File: config.mk
export PLATFORM = sky130hd
export DESIGN_NAME = dst_sample_timer
export DESIGN_NICKNAME = d
export VERILOG_FILES = /design/src/rtl/dst_pkg.sv /design/src/rtl/dst_sync.sv /design/src/rtl/dst_tick_pick.sv /design/src/rtl/dst_seq.sv /design/src/rtl/dst_sample_timer.sv
export SDC_FILE = /design/constraint.sdc
export NUM_CORES = 1
export LEC_CHECK = 0
export BUFFER_PORTS_ARGS = -buffer_cell sky130_fd_sc_hd__buf_2
export CORE_ASPECT_RATIO = 1.1
export CORE_UTILIZATION = 60
export DETAILED_ROUTE_END_ITERATION = 7
export GPL_ROUTABILITY_DRIVEN = 0
export PLACE_DENSITY = 0.88
export SLEW_MARGIN = 25
export SYNTH_ARGS = -nofsm -noshare
export SYNTH_HDL_FRONTEND = slang
export SYNTH_HIERARCHICAL = 1
export SYNTH_SLANG_ARGS = --single-unit
File: constraint.sdc
create_clock -name clk -period 5.4 [get_ports clk]
set_clock_uncertainty 0.15 [all_clocks]
set_input_delay 1.08 -clock clk [delete_from_list [all_inputs] [get_ports clk]]
set_output_delay 1.08 -clock clk [all_outputs]
set_load 0.02 [all_outputs]
File: src/rtl/dst_pkg.sv
package dst_pkg;

    localparam int DEF_NUM_SRC  = 8;
    localparam int DEF_NUM_FAST = 2;
    localparam int DEF_DIV_W    = 8;
    localparam int DEF_DLY_W    = 8;
    localparam int DEF_CNT_W    = 16;

    typedef enum logic [2:0] {
        ST_IDLE  = 3'd0,
        ST_ARMED = 3'd1,
        ST_DELAY = 3'd2,
        ST_RUN   = 3'd3,
        ST_DONE  = 3'd4
    } seq_state_e;

    // Fast internal sources sit at the lowest indices and are locked to rising edges.
    function automatic logic edge_is_falling(input int sel, input int num_fast,
                                             input logic want_fall);
        return want_fall && (sel >= num_fast);
    endfunction

endpackage

File: src/rtl/dst_sync.sv
module dst_sync #(
    parameter int W = 1
) (
    input  logic         clk,
    input  logic         rst,
    input  logic [W-1:0] async_in,
    output logic [W-1:0] cur,
    output logic [W-1:0] prev
);
    logic [W-1:0] stage1, stage2, stage3;

    always_ff @(posedge clk) begin
        if (rst) begin
            stage1 <= '0;
            stage2 <= '0;
            stage3 <= '0;
        end else begin
            stage1 <= async_in;
            stage2 <= stage1;
            stage3 <= stage2;
        end
    end

    assign cur  = stage2;
    assign prev = stage3;
endmodule

File: src/rtl/dst_tick_pick.sv
module dst_tick_pick #(
    parameter int NUM_SRC  = dst_pkg::DEF_NUM_SRC,
    parameter int NUM_FAST = dst_pkg::DEF_NUM_FAST,
    localparam int SEL_W   = (NUM_SRC > 1) ? $clog2(NUM_SRC) : 1
) (
    input  logic [NUM_SRC-1:0] cur,
    input  logic [NUM_SRC-1:0] prev,
    input  logic [SEL_W-1:0]   sel,
    input  logic               want_fall,
    output logic               tick
);
    logic now_lvl, old_lvl, use_fall;

    always_comb begin
        now_lvl  = cur[sel];
        old_lvl  = prev[sel];
        use_fall = dst_pkg::edge_is_falling(int'(sel), NUM_FAST, want_fall);
        tick     = use_fall ? (old_lvl & ~now_lvl) : (now_lvl & ~old_lvl);
    end
endmodule

File: src/rtl/dst_seq.sv
module dst_seq
    import dst_pkg::*;
#(
    parameter int DIV_W = DEF_DIV_W,
    parameter int DLY_W = DEF_DLY_W,
    parameter int CNT_W = DEF_CNT_W
) (
    input  logic             clk,
    input  logic             rst,
    input  logic             arm,
    input  logic             stop,
    input  logic             trig_pulse,
    input  logic             tick,
    input  logic [DIV_W-1:0] div_val,
    input  logic [DLY_W-1:0] start_dly,
    input  logic [CNT_W-1:0] samp_count,
    input  logic             continuous,
    output logic             samp_clk,
    output logic             done,
    output seq_state_e       state
);
    logic [DIV_W-1:0] div_cnt;
    logic [DLY_W-1:0] dly_cnt;
    logic [CNT_W-1:0] issued;
    logic [DIV_W-1:0] div_eff;
    logic [CNT_W-1:0] cnt_eff;
    logic [CNT_W-1:0] issued_nx;

    always_comb begin
        div_eff   = (div_val == '0) ? DIV_W'(1) : div_val;
        cnt_eff   = (samp_count == '0) ? CNT_W'(1) : samp_count;
        issued_nx = issued + CNT_W'(1);
    end

    always_ff @(posedge clk) begin
        if (rst) begin
            state    <= ST_IDLE;
            div_cnt  <= '0;
            dly_cnt  <= '0;
            issued   <= '0;
            samp_clk <= 1'b0;
            done     <= 1'b0;
        end else begin
            samp_clk <= 1'b0;
            if (stop) begin
                state <= ST_IDLE;
            end else begin
                case (state)
                    ST_IDLE, ST_DONE: begin
                        if (arm) begin
                            state <= ST_ARMED;
                            done  <= 1'b0;
                        end
                    end
                    ST_ARMED: begin
                        if (trig_pulse) begin
                            issued  <= '0;
                            div_cnt <= '0;
                            dly_cnt <= start_dly;
                            state   <= (start_dly == '0) ? ST_RUN : ST_DELAY;
                        end
                    end
                    ST_DELAY: begin
                        if (tick) begin
                            dly_cnt <= dly_cnt - DLY_W'(1);
                            if (dly_cnt == DLY_W'(1)) state <= ST_RUN;
                        end
                    end
                    ST_RUN: begin
                        if (tick) begin
                            if (div_cnt == '0) begin
                                samp_clk <= 1'b1;
                                div_cnt  <= div_eff - DIV_W'(1);
                                issued   <= issued_nx;
                                if (!continuous && issued_nx == cnt_eff) begin
                                    state <= ST_DONE;
                                    done  <= 1'b1;
                                end
                            end else begin
                                div_cnt <= div_cnt - DIV_W'(1);
                            end
                        end
                    end
                    default: state <= ST_IDLE;
                endcase
            end
        end
    end
endmodule

File: src/rtl/dst_sample_timer.sv
module dst_sample_timer
    import dst_pkg::*;
#(
    parameter int NUM_SRC  = DEF_NUM_SRC,
    parameter int NUM_FAST = DEF_NUM_FAST,
    parameter int DIV_W    = DEF_DIV_W,
    parameter int DLY_W    = DEF_DLY_W,
    parameter int CNT_W    = DEF_CNT_W,
    localparam int SEL_W   = (NUM_SRC > 1) ? $clog2(NUM_SRC) : 1
) (
    input  logic               clk,
    input  logic               rst,
    input  logic [NUM_SRC-1:0] tb_lines,
    input  logic [SEL_W-1:0]   tb_sel,
    input  logic               tb_falling,
    input  logic [DIV_W-1:0]   div_val,
    input  logic [DLY_W-1:0]   start_dly,
    input  logic [CNT_W-1:0]   samp_count,
    input  logic               continuous,
    input  logic               start_trig,
    input  logic               arm,
    input  logic               stop,
    output logic               samp_clk,
    output logic               done
);
    logic [NUM_SRC-1:0] line_cur, line_prev;
    logic [0:0]         trig_cur, trig_prev;
    logic               tick;
    logic               trig_pulse;
    seq_state_e         seq_state;

    dst_sync #(.W(NUM_SRC)) u_line_sync (
        .clk(clk), .rst(rst), .async_in(tb_lines), .cur(line_cur), .prev(line_prev)
    );

    dst_sync #(.W(1)) u_trig_sync (
        .clk(clk), .rst(rst), .async_in(start_trig), .cur(trig_cur), .prev(trig_prev)
    );

    assign trig_pulse = trig_cur[0] & ~trig_prev[0];

    dst_tick_pick #(.NUM_SRC(NUM_SRC), .NUM_FAST(NUM_FAST)) u_pick (
        .cur(line_cur), .prev(line_prev), .sel(tb_sel), .want_fall(tb_falling), .tick(tick)
    );

    dst_seq #(.DIV_W(DIV_W), .DLY_W(DLY_W), .CNT_W(CNT_W)) u_seq (
        .clk(clk), .rst(rst), .arm(arm), .stop(stop), .trig_pulse(trig_pulse),
        .tick(tick), .div_val(div_val), .start_dly(start_dly),
        .samp_count(samp_count), .continuous(continuous),
        .samp_clk(samp_clk), .done(done), .state(seq_state)
    );
endmodule

Word level (Yosys, flattened, before mapping)
Index checks and enable logic that the tools add are counted.
{ "op_classes": {"mux": 33, "n_reduce_logical": 19, "magnitude_cmp": 2, "n_addsub": 4, "eq_ne": 13, "n_bitwise": 9} }
{ "op_table": {"columns": ["cell", "count"], "rows": [
  ["two-way mux 16 bit", 4],
  ["two-way mux 8 bit", 6],
  ["case mux 16 bit (2 select lines)", 1],
  ["case mux 8 bit (2 select lines)", 2],
  ["logical NOT 8 bit", 3],
  ["subtractor 8 x 1 -> 8 bit (second input constant)", 3],
  ["two-way mux 3 bit", 7],
  ["adder 16 x 1 -> 16 bit (second input constant)", 1],
  ["== test 16 bit", 1],
  ["logical NOT 16 bit", 1],
  ["case mux 3 bit (4 select lines)", 1],
  ["two-way mux 1 bit", 9],
  ["== test 8 x 1 -> 1 bit (second input constant)", 1],
  ["inequality test 2 bit (second input constant)", 4],
  ["AND reduction 4 bit", 2],
  ["AND reduction 7 bit", 1],
  ["binary-select mux 1 bit (select 3 bit)", 2],
  ["== test 3 x 2 -> 1 bit (second input constant)", 2],
  ["inequality test 2 x 1 -> 1 bit (second input constant)", 3],
  ["NOT 1 bit", 6],
  ["AND reduction 6 bit", 1],
  ["nonzero test 2 bit", 3],
  ["AND reduction 5 bit", 1],
  ["< comparator 3 x 4 -> 1 bit (second input constant)", 1],
  ["other kinds (10)", 14]
]} }
{ "totals": {"register_bits": 64, "input_bits": 50, "out_inout_bits": 2} }

Depth between registers and ports, before layout
Gate-level depths: netlist of run 1.
{ "depth": {"depth_word": 8, "depth_mapped": 12, "depth_no_buf": 11} }

Cells and area by module
The synthesis of run 1 kept the hierarchy.
{ "by_module_without_submodules": {"columns": ["mod", "area_per_inst_um2", "cells_per_inst", "n_inst"], "rows": [
  ["dst_seq", 2696.3, 356, 1],
  ["dst_sync (u_line_sync)", 693.2, 50, 1],
  ["dst_tick_pick", 200.2, 18, 1],
  ["dst_sync (u_trig_sync)", 78.8, 6, 1],
  ["dst_sample_timer", 13.8, 1, 1]
]} }

Least setup slack after synthesis of run 1
No wires, ideal clock.
{ "synth_path": {"path_kind": "input to register", "from": "input tb_sel[1]", "to": "register u_seq.div_cnt[5]", "stages": 11, "arrival_ps": 3495, "slack_ps": 1684, "setup_time_ps": 70, "cell_sequence": "buf_4 > mux2_2 > a222oi_1 > mux2i_1 > o221ai_1 > or3b_1 > clkbuf_1 > a211oi_1 > a21oi_1 > or3_1 > a21oi_1"} }
{ "synth_between": {"elab_chain_len": 7, "elab_cells_between_ends": 13} }
{ "synth_rtl": {"columns": ["element", "line_no", "source"], "rows": [
  ["start, declared", "dst_sample_timer.sv:14", "input logic [SEL_W-1:0] tb_sel,"],
  ["binary-select mux 1 bit (select 3 bit) (on tied branches)", "dst_tick_pick.sv:16, dst_tick_pick.sv:15", null],
  ["two-way mux 1 bit (on tied branches)", "dst_tick_pick.sv:16, dst_tick_pick.sv:15", null],
  ["NOT 1 bit", "dst_tick_pick.sv:18", "tick = use_fall ? (old_lvl & ~now_lvl) : (now_lvl & ~old_lvl);"],
  ["AND 1 bit", "dst_tick_pick.sv:18", null],
  ["two-way mux 1 bit *", "dst_tick_pick.sv:18", null],
  ["net tick", "dst_sample_timer.sv:28", "logic tick;"],
  ["inequality test 2 bit (no source line) *", null, null],
  ["AND reduction 4 bit (no source line) *", null, null],
  ["end signal, assigned", "dst_seq.sv:73", "div_cnt <= div_eff - DIV_W'(1);"],
  ["end signal, assigned", "dst_seq.sv:80", "div_cnt <= div_cnt - DIV_W'(1);"],
  ["end, declared", "dst_seq.sv:22", "logic [DIV_W-1:0] div_cnt;"]
]} }
The timed path passes the listed nets; every way through them passes the cells marked *. The select of a mux whose other input is x is not followed.
A chain may end at the register's enable or synchronous reset.

Final worst setup path of run 1
{ "layout_path": {"from": "input tb_sel[2]", "to": "register u_seq.div_cnt[5]"} }
Same word-level chain as after synthesis.

==> flow_summary_export.csv, run 1 <==
group,metric,value,unit
finish,final_cells,554,
global_route,grt_pass1_vias,3155,
synth,syn_area,3680,um2
cts,cts-root-buf,"clkbuf_8",
timing,max_freq,245,MHz
pwr,vdd_drop_max,0.338,mV
synth,synth_flop_cell,"dfxtp_1",
pwr,p_leak,1.58,nW
synth,syn_avg_cell_area,8.54,um2
pwr,p_per_area,228,nW/um2
synth,yosysWarningCount,6,
routing,via_per_inst,6.05,
timing,timing.slew.headroom,32.7,%
die,rows,29,
synth,synthArstFlopShare,0,%
global_route,gr-max-usage-layer,"met2",
finish,antenna_cells,0,
placed_design,placed_area,3940,um2
critical_path,path_cells,"buf_2, mux4_1, mux2i_4, mux2i_1, o221ai_1, or3b_1, nor2_1, a21o_1, o221ai_1, a21oi_1",
global_route,grt_max_degree,40,
synth,synth_seq_cells,64,
critical_path,path_class,"in -> reg",
synth,yosysSeqAreaShare,34.8,%
hold_path,min_path_type,"reg -> reg",
global_route,grt_first_pass_wirelength,14100,um
cts,cts_resized,0,
timing,setup_viol,0,
critical_path,cp.arrival,4.20,ns
critical_path,cp.required,5.51,ns
timing,worstMarginPinSlew,1.01,ns
synth,synth_top_cell_area_share,34.8,%
global_route,grt_antenna_before_repair,0,
die,coreArea,5840,um2
placed_design,place_ws,1.03,ns
routing,drt-pass1-iter-count,5,
cts,h-tree-depth,3,
synth,netlist_top_cells_count,"dfxtp_1, nor2_1, a21oi_1, o21ai_0, nand2_1",
finish,area_delta_synth_final,12.0,%
synth,synth.net_count,485,
run,drv_cap,0,
placed_design,dp_hpwl,6030,um
die,die_h,84.2,um
die,die_w,76.7,um
routing,routed_wl,8320,um
timing,grt_setup_unrepaired,"false",
timing,fin_crit_sh,75.7,%
timing,fin_tns_setup,0,ns
timing,slew_violations,0,
synth,synth-edff-count,0,
cts,cts_hold_buffers,0,
die,start_util,63.0,%
routing,antenna_left,0,
routing,drt-wirelength-per-cell,15.0,um
critical_path,slowest_delay,0.67,ns
critical_path,cpMaxStageDelayCell,"nor2_1",
pwr,totalPowerFinal,0.000940,W
cts,clock_path_buffers,2,
synth,synthCells,431,
critical_path,critPathMaxFanout,12,
cts,cts.sink_count,64,
critical_path,crit_family,"simple AND/OR/NAND/NOR gates",
global_route,gr-usage-met3,6.30,%
global_route,grt_use_met1,32.8,%
synth,yosysMostFrequentCell,"dfxtp_1",
die,die_area,6460,um2
routing,remaining_drc_errors,0,
finish,stdcell_area,4120,um2
synth,netlist-cell-type-count,70,
timing,fin_crit,4.09,ns
global_route,met2_usage,45.9,%
finish,post_route_cells_drive_above_1_share,20.8,%
critical_path,startpoint_type,"input port",
cts,clkTransAtPathRegs,0.07,ns
routing,dr_total_vias,3350,
global_route,gr-total-overflow,0,
routing,drtIter0Drc,290,
cts,cts_made_buffers,9,
global_route,grtUsageTotal,26.9,%
placed_design,port_buffers,51,
synth,yosys-top-cells-area,"dfxtp_1, nor2_1, a21oi_1",
synth,yosysTopAreaCell,"dfxtp_1",
outcome,status,"finished clean",
cts,cts_tree,"yes",
critical_path,path_buf_inv,1,
die,ios,52,
timing,report.final.hold_viol_count,0,
finish,finalNetCount,526,
critical_path,critPathCaptureType,"flip-flop",
cts,worstSkewPairLatency,0.34,ns
placed_design,dp_cells,538,
cts,cts_setup_buffers,0,
critical_path,crit_top_cell,"o221ai_1",
timing,setup_slack,1.31,ns
metal layers:
metal | share of wire [%] | vias up
li1 | - | 1664
met1 | 44 | 1548
met2 | 49 | 121
met3 | 5.2 | 17
met4 | 1.2 | 0
met5 | 0 | -
stage by stage:
stage | utilization, % | hold slack [ns]
after detailed placement | 67.4 | 0.284
final | 70.6 | 0.294
after floorplan | - | 0.261
after global placement | 67.4 | 0.265
after global routing | 70.6 | 0.311
after CTS | 70.5 | 0.301
final timing paths:
check | start | depth (start not counted) | end | slack [ns]
worst max-delay path | tb_sel[2] | 10 | u_seq/div_cnt[5] | 1.31
worst min-delay path | u_line_sync/stage1[2] | 1 | u_line_sync/cur[2] | 0.29
worst max register to register | u_line_sync/cur[4] | 9 | u_seq/div_cnt[5] | 1.97
worst min register to register | u_line_sync/stage1[2] | 1 | u_line_sync/cur[2] | 0.29
cells in the final DEF, fill, tap and decap left out, types with 8 or more instances in the layout:
cell type	synthesis	final
o21ai_0	25	25
xor2_1	10	10
nor2b_1	12	12
nand2_1	22	22
buf_2	5	51
clkbuf_8	0	10
xnor2_1	14	14
nand3b_1	10	10
or3_1	8	8
nor2_1	52	52
nor2b_2	14	14
nor3_1	11	11
a21oi_1	28	28
nand3_1	9	9
dfxtp_1	64	64
registers in the layout (all words and copies together), names as in the netlist:
signal,count
u_trig_sync/cur,1
u_seq/issued,16
u_line_sync/prev,8
u_trig_sync/stage1,1
u_seq/state,3
u_seq/done,1
u_seq/samp_clk,1
u_line_sync/cur,8
u_trig_sync/prev,1
u_seq/div_cnt,8
u_seq/dly_cnt,8
u_line_sync/stage1,8
cells by family after synthesis:
family | Yosys count | synth area share [%]
DFF | 64 | 34.8
muxes | 11 | 4.65
xor gates and xnor gates | 24 | 5.71
AOI/OAI and AO/OA | 106 | 18.8
adders and majority gates | 4 | 1.36
and+or+nand+nor | 192 | 31.0
buffers and inverters | 30 | 3.74
report_power, final:
part	total, W	internal, W	leakage [nW]	switching [W]
logic	0.0000872	0.0000422	0.975	0.0000449
registers	0.000485	0.000481	0.520	0.00000465
clock network	0.000367	0.000179	0.0845	0.000188
total	0.000940	0.000702	1.58	0.000238
final cells by class:
type                    count  area, um2
clock buffers              10        138
clock inverters             6       45.0
well taps                  77       96.3
multi-input cells         337       2270
flip-flops and latches     64       1280
inverters                   7       26.3
repair buffers             53        270
fillers                   473       1720
(Power assumes the default switching activity.)
==> run 2, diff against run 1 <==
Settings changed: CORE_UTILIZATION 60 to 58, PLACE_DENSITY 0.88 to 0.86.
Clock period 5.4 ns to 4 ns, I/O delays scaled along.
==> flow_summary_export.csv, run 2 (synthesized netlist as in run 1, its figures left out) <==
group,metric,value,unit
placed_design,dp_hpwl,5960,um
critical_path,r2r-start,"u_line_sync/cur[5]",
timing,worstMarginPinSlew,1.05,ns
cts,clock_path_buffers,2,
cts,cts_hold_buffers,0,
finish,top_register,"u_seq/issued",
timing,max_freq,282,MHz
timing,fin_tns_setup,0,ns
finish,layout_common_cells,"dfxtp_1, nor2_1, buf_2",
global_route,grt_first_pass_wirelength,14000,um
timing,report.final.hold_viol_count,0,
global_route,gr-total-overflow,0,
cts,clkTransAtPathRegs,0.08,ns
finish,regArea,1280,um2
die,die_h,85.6,um
global_route,grt_max_degree,43,
hold_path,hp-start,"u_line_sync/stage1[6]",
critical_path,critPathMaxFanout,7,
routing,antenna_left,0,
die,ios,52,
cts,cts_setup_buffers,0,
critical_path,path_cells,"buf_2, mux2_2, a222oi_1, mux2i_1, o221ai_1, or3b_1, a211oi_1, a21oi_1, or3_1, a21oi_1",
finish,mostFrequentLayoutCell,"dfxtp_1",
cts,cts-root-buf,"clkbuf_8",
critical_path,cp.arrival,3.65,ns
finish,post_route_cells_drive_above_1_share,21.6,%
routing,drt-pass1-iter-count,5,
placed_design,place_ws,0.175,ns
timing,fin_crit,3.55,ns
timing,setup_viol,0,
finish,fillers,510,
die,coreArea,6160,um2
cts,cts_resized,0,
routing,dr_total_vias,3461,
routing,remaining_drc_errors,0,
global_route,grtUsageTotal,26.4,%
critical_path,path_class,"in -> reg",
cts,h-tree-depth,3,
finish,antenna_cells,0,
pwr,p_per_area,320,nW/um2
die,start_util,59.8,%
die,die_w,78.0,um
cts,cts_made_buffers,9,
finish,multiInputGateArea,2270,um2
finish,finalNetCount,531,
timing,setup_slack,0.448,ns
global_route,grt_antenna_before_repair,0,
routing,via_per_inst,6.16,
timing,slew_violations,0,
finish,final_cells,562,
critical_path,crit_top_cell,"a21oi_1",
routing,routed_wl,8480,um
critical_path,cp.required,4.10,ns
timing,fin_crit_sh,88.8,%
run,drv_cap,0,
cts,cts.sink_count,64,
critical_path,slowest_delay,0.52,ns
hold_path,min_path_type,"reg -> reg",
cts,cts_tree,"yes",
critical_path,worstSetupStartpoint,"tb_sel[1]",
placed_design,port_buffers,51,
placed_design,placed_area,3980,um2
die,die_area,6670,um2
outcome,status,"finished clean",
routing,drtIter0Drc,263,
pwr,vdd_drop_max,0.448,mV
die,rows,30,
routing,drt-wirelength-per-cell,15.1,um
finish,area_delta_synth_final,13.7,%
cts,worstSkewPairLatency,0.34,ns
critical_path,startpoint_type,"input port",
global_route,grt_pass1_vias,3170,
finish,largest_reg_flops,16,
critical_path,critPathCaptureType,"flip-flop",
finish,stdcell_area,4190,um2
critical_path,cpMaxStageDelayCell,"or3b_1",
pwr,p_leak,1.61,nW
placed_design,dp_cells,546,
timing,timing.slew.headroom,29.6,%
timing,grt_setup_unrepaired,"false",
run 2: power by group:
group	internal [W]	switching, W
clock	0.000294	0.000273
combinational	0.0000571	0.0000613
sequential	0.000649	0.00000627
total	0.00100	0.000341
run 2: cell type report:
cell class / instances / share of cell area, %
multi-input cells: 337 / 54.2
flip-flops and latches: 64 / 30.6
repair buffers: 58 / 7.35
clock buffers: 9 / 2.96
well taps: 80 / 2.39
clock inverters: 7 / 1.91
inverters: 7 / 0.628
run 2: final timing paths:
kind / to / slack (ns) / cells after the start
min: u_line_sync/cur[6] / 0.29 / 1
min reg2reg: u_line_sync/cur[6] / 0.29 / 1
max: u_seq/div_cnt[5] / 0.45 / 10
max reg2reg: u_seq/div_cnt[5] / 0.82 / 9
run 2: routing by layer:
layer	vias up	global-route usage, %	share of wire [%]	wire length (um)
li1	1674	-	-	-
met1	1637	31.7	43	3680
met2	135	45.9	49	4190
met3	15	5.64	5.7	485
met4	0	10.6	1.5	125
met5	-	0	0	0
run 2: through the flow:
step                      hold slack (ns)  utilization, %  total power, W
after global routing                0.303            68.0         0.00140
after floorplan                     0.261               -        0.000741
after global placement              0.266            64.6        0.000782
after detailed placement            0.272            64.6        0.000786
final                               0.292            68.0         0.00134
after CTS                           0.297            67.9         0.00135
run 2: worst max-delay path, delay by kind of cell:
family,cells,cell delay (ns)
buffers and inverters,1,0.16
AND/OR/NAND/NOR,2,0.87
AO/OA/AOI/OAI,5,1.34
multiplexers,2,0.48
==> run 3, diff against run 2 <==
Settings changed: ABC_AREA set to 1, PLACE_DENSITY 0.86 to 0.85.
==> flow_summary_export.csv, run 3 <==
group,metric,value,unit
routing,dr_total_vias,3966,
cts,cts_setup_buffers,0,
timing,grt_setup_unrepaired,"false",
routing,drt-wirelength-per-cell,11.4,um
pwr,p_per_area,335,nW/um2
synth,yosysMostFrequentCell,"nand2_1",
finish,stdcell_area,4270,um2
die,ios,52,
critical_path,cp.arrival,2.95,ns
finish,multiInputGateArea,2010,um2
cts,clock_path_buffers,2,
synth,synth_seq_cells,64,
critical_path,reg2reg_to,"u_seq/issued[9]",
synth,netlist_top_cells_count,"nand2_1, inv_1, nor2_1, dfxtp_1, nand3_1",
timing,timing.slew.headroom,59.8,%
finish,regArea,1280,um2
die,die_w,78.9,um
global_route,grtUsageTotal,27.4,%
routing,remaining_drc_errors,0,
timing,setup_viol,0,
placed_design,placed_area,4070,um2
timing,report.final.hold_viol_count,0,
global_route,gr-total-overflow,0,
critical_path,r2r-start,"u_line_sync/cur[4]",
timing,worstMarginPinSlew,0.603,ns
cts,cts_resized,0,
pwr,totalPowerFinal,0.00143,W
cts,cts_hold_buffers,0,
finish,post_route_cells_drive_above_1_share,13.8,%
global_route,gr-max-usage-layer,"met2",
timing,worst_hold_slack,0.253,ns
critical_path,cp-endpoint,"u_seq/issued[9]",
finish,finalNetCount,724,
routing,routed_wl,8590,um
timing,slew_violations,0,
finish,area_delta_synth_final,13.2,%
timing,fin_crit,2.82,ns
synth,yosys-top-cells-area,"dfxtp_1, nand2_1, inv_1",
synth,syn_avg_cell_area,6.12,um2
finish,fillers,574,
global_route,grt_pass1_vias,3685,
finish,top_register,"u_seq/issued",
run,drv_cap,0,
synth,yosysSeqAreaShare,33.9,%
synth,synthCells,617,
global_route,grt_use_met1,30.2,%
die,die_h,86.6,um
finish,largest_reg_flops,16,
critical_path,r2r_setup_slack,1.60,ns
global_route,met2_usage,50.5,%
die,die_area,6840,um2
die,start_util,60.6,%
critical_path,ff2ff_path_depth,16,
timing,max_freq,354,MHz
cts,cts.sink_count,64,
routing,drtIter0Drc,206,
critical_path,worstSetupStartpoint,"tb_sel[0]",
cts,h-tree-depth,3,
critical_path,critPathMaxFanout,14,
finish,layout_common_cells,"nand2_1, inv_1, nor2_1",
routing,antenna_left,0,
synth,syn_area,3770,um2
critical_path,critPathCaptureType,"flip-flop",
placed_design,dp_hpwl,6380,um
routing,via_per_inst,5.25,
synth,netlist-cell-type-count,39,
synth,yosysTopAreaCell,"dfxtp_1",
synth,synth-edff-count,0,
hold_path,holdPathStages,2,
timing,fin_tns_setup,0,ns
placed_design,place_ws,0.868,ns
cts,cts-root-buf,"clkbuf_8",
cts,clkTransAtPathRegs,0.07,ns
finish,mostFrequentLayoutCell,"nand2_1",
synth,synth_flop_cell,"dfxtp_1",
cts,cts_tree,"yes",
pwr,p_leak,1.94,nW
critical_path,cp.required,4.13,ns
cts,worstSkewPairLatency,0.35,ns
critical_path,startpoint_type,"input port",
critical_path,path_class,"in -> reg",
synth,synthArstFlopShare,0,%
global_route,grt_max_degree,33,
synth,synth_top_cell_area_share,33.9,%
timing,setup_slack,1.18,ns
placed_design,port_buffers,51,
timing,fin_crit_sh,70.6,%
global_route,gr-usage-met3,4.63,%
outcome,status,"finished clean",
synth,yosysWarningCount,6,
die,rows,30,
hold_path,min_path_type,"reg -> reg",
global_route,grt_antenna_before_repair,0,
cts,cts_made_buffers,9,
pwr,vdd_drop_max,0.178,mV
finish,antenna_cells,0,
die,coreArea,6230,um2
global_route,grt_first_pass_wirelength,14800,um
routing,drt-pass1-iter-count,4,
synth,synth.net_count,671,
run 3: logic make-up after synthesis:
| kind of cell | count (synthesis) | share of synthesized area [%] |
|---|---|---|
| AND/OR/NAND/NOR | 354 | 40.6 |
| buffers and inverters | 121 | 12.9 |
| AO/OA/AOI/OAI | 72 | 10.7 |
| flip-flops | 64 | 33.9 |
| adder cells (fa/ha/maj) | 4 | 1.33 |
| XOR/XNOR | 2 | 0.464 |
run 3: final cells by class:
class	instances	share of cell area, %
tap	80	2.34
timing repair buffer	53	6.32
clock buffer	9	2.90
clock inverter	7	1.84
inverter	110	9.66
multi-input combinational	432	47.0
sequential	64	30.0
run 3: worst min path at each step:
stage                               start                  to  slack, ns
floorplan           u_line_sync/stage1[0]  u_line_sync/cur[0]       0.24
global placement    u_line_sync/stage1[0]  u_line_sync/cur[0]       0.24
detailed placement  u_line_sync/stage1[5]  u_line_sync/cur[5]       0.25
CTS                 u_line_sync/stage1[5]  u_line_sync/cur[5]       0.25
global route        u_line_sync/stage1[7]  u_line_sync/cur[7]       0.27
finish              u_line_sync/stage1[5]  u_line_sync/cur[5]       0.25
run 3: worst max-delay path: stages:
cell,delay (ns)
buf_2,0.18
inv_1,0.13
nand2_1,0.08
nand2_1,0.05
nand2_1,0.07
nand2_1,0.06
nand2_1,0.05
nand2_1,0.06
inv_1,0.06
nand3_1,0.06
nand2_1,0.08
inv_1,0.05
a21oi_1,0.16
o21ai_2,0.17
nor2_4,0.24
nand2_2,0.10
inv_2,0.25
nand3_1,0.13
a21oi_1,0.14
run 3: metrics by stage:
stage	cells	utilization [%]
after global routing	755	68.6
final	755	68.6
after detailed placement	739	65.3
after CTS	755	68.6
after floorplan	617	-
after global placement	739	65.3
run 3: power by group:
| part | switching [W] | total [W] | internal, W |
|---|---|---|---|
| Combinational | 0.000123 | 0.000198 | 0.0000741 |
| Clock | 0.000270 | 0.000563 | 0.000292 |
| Sequential | 0.0000127 | 0.000670 | 0.000657 |
| Total | 0.000406 | 0.00143 | 0.00102 |
run 3: per-layer routing:
layer / vias up / wire (um)
li1: 2040 / -
met1: 1810 / 3670
met2: 98 / 4380
met3: 18 / 352
met4: 0 / 190
met5: - / 0
